--- src/rtl/lcd_timing_gen.sv ---
module lcd_timing_gen #(
  parameter int LINES = 64,
  localparam int AW = (LINES > 1) ? $clog2(LINES) : 1
) (
  input  logic          clk,
  input  logic          rst_n,
  input  logic          strap_master,
  input  logic          strap_int_osc,
  input  logic          osc_tick,
  input  logic          display_on,
  input  logic          cl_in,
  input  logic          fr_in,
  input  logic          dof_in_n,
  output logic          cl_out,
  output logic          cl_oe,
  output logic          fr_out,
  output logic          fr_oe,
  output logic          dof_out_n,
  output logic          dof_oe,
  output logic          line_strobe,
  output logic [AW-1:0] line_addr,
  output logic          fr,
  output logic          blank
);

  localparam logic [AW-1:0] LAST = AW'(LINES - 1);

  logic       int_mode, tick, wrap, fr_new;
  logic [2:0] cl_sync;
  logic [1:0] fr_sync, dof_sync;
  logic       fr_q, dofn_q, cl_pulse;

  assign int_mode = strap_master & strap_int_osc;
  assign tick     = int_mode ? osc_tick : (cl_sync[1] & ~cl_sync[2]);
  assign wrap     = (line_addr == LAST);
  assign fr_new   = ~strap_master & (fr_sync[1] != fr_q);

  always_ff @(posedge clk or negedge rst_n) begin
    if (!rst_n) begin
      cl_sync  <= '0;
      fr_sync  <= '0;
      dof_sync <= '0;
    end else begin
      cl_sync  <= {cl_sync[1:0], cl_in};
      fr_sync  <= {fr_sync[0], fr_in};
      dof_sync <= {dof_sync[0], dof_in_n};
    end
  end

  always_ff @(posedge clk or negedge rst_n) begin
    if (!rst_n) begin
      line_addr   <= '0;
      fr_q        <= 1'b0;
      dofn_q      <= 1'b0;
      line_strobe <= 1'b0;
      cl_pulse    <= 1'b0;
    end else begin
      line_strobe <= tick;
      cl_pulse    <= tick & int_mode;
      if (tick) begin
        if (fr_new) begin
          line_addr <= '0;
          fr_q      <= fr_sync[1];
        end else begin
          line_addr <= wrap ? '0 : line_addr + 1'b1;
          if (strap_master && wrap) fr_q <= ~fr_q;
        end
        if (strap_master) dofn_q <= display_on;
      end
    end
  end

  assign cl_oe     = int_mode;
  assign cl_out    = cl_pulse;
  assign fr_oe     = strap_master;
  assign fr_out    = strap_master & fr_q;
  assign dof_oe    = strap_master;
  assign dof_out_n = strap_master & dofn_q;
  assign fr        = fr_q;
  assign blank     = strap_master ? ~dofn_q : ~dof_sync[1];

endmodule

--- config.mk ---
export PLATFORM = sky130hd
export DESIGN_NAME = lcd_timing_gen
export DESIGN_NICKNAME = d
export VERILOG_FILES = /design/src/rtl/lcd_timing_gen.sv
export SDC_FILE = /design/constraint.sdc
export NUM_CORES = 1
export LEC_CHECK = 0
export ABC_AREA = 0
export CELL_PAD_IN_SITES_DETAIL_PLACEMENT = 0
export CELL_PAD_IN_SITES_GLOBAL_PLACEMENT = 1
export CORE_UTILIZATION = 36
export CTS_CLUSTER_DIAMETER = 200
export DETAILED_ROUTE_END_ITERATION = 12
export HOLD_SLACK_MARGIN = 0.02
export PLACE_DENSITY = 0.86
export SYNTH_ARGS = -nofsm -noshare
export SYNTH_HDL_FRONTEND = slang
export SYNTH_SLANG_ARGS = --single-unit
--- constraint.sdc ---
create_clock -name clk -period 2.9 [get_ports clk]
set_clock_uncertainty 0.05 [all_clocks]
set_input_delay 0.725 -clock clk [delete_from_list [all_inputs] [get_ports clk]]
set_output_delay 0.725 -clock clk [all_outputs]
set_load 0.02 [all_outputs]
# Word level (Yosys, flattened, before mapping)

Index checks and enable logic that the tools add are counted.

Add/subtract/negate cells: 1
$mul: 0
Divide/modulo/power cells: 0
Bitwise gates (word level): 11
Muxes and demuxes: 6
Reduce and logical (&&, ||, !) cells: 4
Magnitude comparators: 0
Equality and inequality tests: 2
Shifts and indexed selects: 0

Operator list:

| operator                                                      | number |
|---|---|
| 6-bit 2-to-1 mux                                              | 2 |
| 6-bit by 1-bit adder with 6-bit output, second input constant | 1 |
| 1-bit AND                                                     | 6 |
| 6-bit == test, second input constant                          | 1 |
| 1-bit NOT                                                     | 5 |
| 1-bit 2-to-1 mux                                              | 4 |
| 2-bit AND reduction                                           | 2 |
| 2-bit nonzero test                                            | 1 |
| 1-bit logical AND                                             | 1 |
| 1-bit != test                                                 | 1 |

Logic and storage cells: 32
Output and inout bits: 15
Bits in registers: 17
Latch bits: 0
Memories kept: 0
Bits in writable memories: 0
Memory bits (read-only): 0

# Depth between registers and ports, before layout

Depth in word-level cells: 4
Depth in mapped cells: 6

# Least setup slack after synthesis

No wires, ideal clock.

Path type: input to output
Start: in strap_master
End: out blank
Data required time: 2.125 ns
Slack: 0.713 ns
Cell stages on the path: 3
Path buffers: 1
Arrival: 1.412 ns
Cells stage by stage: buf_6 > and2_2 > a21oi_1

Word-level cells in the longest chain between the ends: 1

RTL lines:

| item               | line | text |
|---|---|---|
| start: declaration | 7    | `input logic strap_master,` |
| 1-bit 2-to-1 mux   | 80   | `assign blank = strap_master ? ~dofn_q : ~dof_sync[1];` |
| end: declaration   | 23   | `output logic blank` |

Every way passes these cells.

# Final worst setup path

Start: in strap_master
End: out dof_out_n

Word-level cells in the longest chain between the ends: 1

RTL lines:

| item             | line | text |
|---|---|---|
| 1-bit AND        | 78   | `assign dof_out_n = strap_master & dofn_q;` |
| end: declaration | 18   | `output logic dof_out_n,` |

Every way passes these cells.

==> impl_metrics.py <==
metrics = {
    "routing": {
        "via_per_inst": 4.76,
        "wl_per_cell_microns": 12.0,
        "dr.first_iter.drc_count": 9,
        "drt-total-wl_microns": 1450,
        "ant_nets": 0,
        "num_vias": 576,
        "firstDrtPassIters": 4,
        "drcViolationCount": 0,
    },
    "sta": {
        "grt_setup_unrepaired": "no",
        "setup_viol": 0,
        "max_freq_mhz": 358,
        "hold_violations": 0,
        "slew_headroom_pct": 51.0,
        "period_share_pct": 96.2,
        "worstMarginPinSlew_ns": 0.732,
        "tns_ns": 0,
        "slew_viol_final": 0,
        "period_needed_ns": 2.79,
    },
    "worst_setup_path": {
        "crit_slowest_cell": "clkdlybuf4s50_1",
        "worst_setup_path_start_kind": "input pin",
        "path_cells": "clkdlybuf4s50_1 > and2_2 > clkdlybuf4s50_1",
        "path_class": "in -> out",
        "r2r-start": "line_addr[0]",
        "startpoint": "strap_master",
        "cpPeakStageDelay_ns": 0.60,
        "reg2reg_depth": 5,
        "arrival_ns": 2.02,
        "endpoint_kind": "output port",
        "critPathRequiredTime_ns": 2.12,
        "path_buf_inv": 2,
        "critPathMaxFanout": 4,
        "path_common_cell": "clkdlybuf4s50_1",
        "cp_top_family": "buffers and inverters",
        "crit_cells": 3,
    },
    "power": {
        "finalPower_mw": 0.653,
        "leakagePower_nw": 0.478,
        "pwr_density_cell_mw_per_mm2": 627,
        "vdd_drop_max_mv": 0.301,
    },
    "floorplan": {
        "die_y_microns": 47.8,
        "start_util_pct": 38.5,
        "die-area_sq_mm": 0.00228,
        "die_x_microns": 47.8,
        "ios": 24,
        "rows": 16,
        "floorplan.core_area_sq_mm": 0.00196,
    },
    "global_routing": {
        "met2_usage_pct": 21.9,
        "antenna_found_initial": 0,
        "use_met3_pct": 3.40,
        "met1_usage_pct": 17.8,
        "grt_pass1_wl_microns": 2100,
        "grt_start_max_net_pins": 18,
        "grt_busiest_layer": "met2",
        "grt_usage_pct": 13.9,
        "grt_pass1_vias": 482,
        "overflow": 0,
    },
    "clock_tree": {
        "cts_root_buffer": "clkbuf_4",
        "cts-buffers-inserted": 3,
        "clk_pin_slew_ns": 0.09,
        "cts_setup_buffers": 0,
        "clockBufferDepth": 2,
        "clk_latency_ns": 0.30,
        "cts_sinks": 17,
        "holdBufCountCts": 0,
        "cts_tree": "yes",
        "cts_max_level": 1,
    },
    "yosys": {
        "synth_top_cell_by_area": "dfrtp_1",
        "syn-num-nets": 77,
        "synth_area_per_cell_sq_um": 11.3,
        "synth_enable_flop_cells": 0,
        "yosys_warnings": 0,
        "syn_inst": 67,
        "synth-seq-cells": 17,
        "synthTopCellsByArea": "dfrtp_1 (56%), o21ai_0 (3.3%), inv_1 (3.0%)",
        "synth.most_common_cell": "dfrtp_1",
        "syn_area_sq_um": 754,
        "synthFlopType": "dfrtp_1",
        "synth.cells.most_frequent": "dfrtp_1 (17), inv_1 (6), o21ai_0 (5)",
        "synth_top_area_share_pct": 56.4,
        "ys_seq_area_share_pct": 56.4,
        "synth_cell_types": 29,
        "synth-async-reset-ratio_pct": 100,
    },
    "finish": {
        "regArea_sq_um": 425,
        "fin_nets": 105,
        "fin_cells": 121,
        "multi_input_area_sq_um": 274,
        "area_growth_pct": 38.1,
        "fill_cells": 195,
        "n_antenna_cell": 0,
        "drive_gt1_share_pct": 18.1,
        "stdcell_area_sq_mm": 0.00104,
    },
    "hold_path": {
        "min_path_type": "reg -> reg",
        "min_from": "cl_sync[0]",
        "hold_depth": 0,
    },
    "placement": {
        "gp_congestion": 0.674,
        "io_buffers": 23,
        "placedCellCount": 117,
        "post-dp-hpwl_microns": 1050,
        "placed_area_sq_mm": 0.00101,
    },
    "outcome": {
        "run_status": "complete, no violations",
    },
    "job": {
        "drv_cap": 0,
    },
}
-- flip-flops by register name, summed over array words and instances, names as in the netlist --
signal / count
line_strobe: 1
cl_out: 1
cl_sync: 3
line_addr: 6
fr: 1
dofn_q: 1
dof_sync: 2
fr_sync: 2
-- metrics by stage --
stage	worst slack, ns	utilization [%]	hold slack [ns]
2_1_floorplan	0.713	-	0.281
3_3_place_gp	0.0246	51.7	0.282
3_5_place_dp	0.00276	51.7	0.289
4_1_cts	0.00854	53.0	0.311
5_1_grt	0.0682	53.1	0.316
6_report	0.109	53.1	0.309
-- worst paths after layout --
kind | to | slack (ns)
hold reg to reg | cl_sync[1] | 0.31
hold / removal | cl_sync[1] | 0.31
max in group asynchronous | line_addr[0] | 1.53
setup reg to reg | fr | 1.28
setup / recovery | dof_out_n | 0.11
min in group asynchronous | line_addr[4] | 0.80
-- logic make-up after synthesis --
kind of cell,count (synthesis),synth area share (%)
AND/OR/NAND/NOR,21,15.8
flip-flops,17,56.4
AO/OA/AOI/OAI,16,15.8
buffers and inverters,10,7.30
XOR/XNOR,1,1.16
multiplexers,1,1.99
adder cells (fa/ha/maj),1,1.66
-- repair_timing --
item,in CTS,in global routing
gates cloned,0,0
endpoints found under the setup margin,2,1
gates resized for setup,2,1
-- cell usage in the layout, fill, tap and decap left out, drive strengths merged, types with 2 or more instances in the layout --
master	netlist	layout
clkdlybuf4s50	0	20
dfrtp	17	17
inv	7	7
nand2	6	6
o21ai	5	5
nor2	4	4
a21oi	3	3
clkbuf	0	3
buf	3	3
a22o	3	3
nor3	2	2
nand3	2	2
dlygate4sd2	0	2
a31oi	2	2
or3	2	2
-- area by class of cell --
class                      count  share of cell area, %
sequential                    17                   40.8
multi-input combinational     40                   26.3
timing repair buffer          26                   24.2
tap                           27                   3.24
inverter                       7                   2.76
clock buffer                   3                   2.16
clock inverter                 1                  0.480
-- power by group --
part | switching, mW | internal [mW] | total, mW
combinational | 0.107 | 0.111 | 0.218
sequential | 0.0351 | 0.272 | 0.308
clock | 0.0764 | 0.0514 | 0.128
total | 0.218 | 0.435 | 0.653
-- layer usage --
layer / part of all wire [%] / vias to the layer above / wire (microns)
met4: 1.3 / 0 / 19
met1: 47 / 267 / 682
met5: 0 / - / 0
li1: - / 283 / -
met2: 46 / 23 / 667
met3: 5.3 / 3 / 77
(Power assumes the default switching activity.)
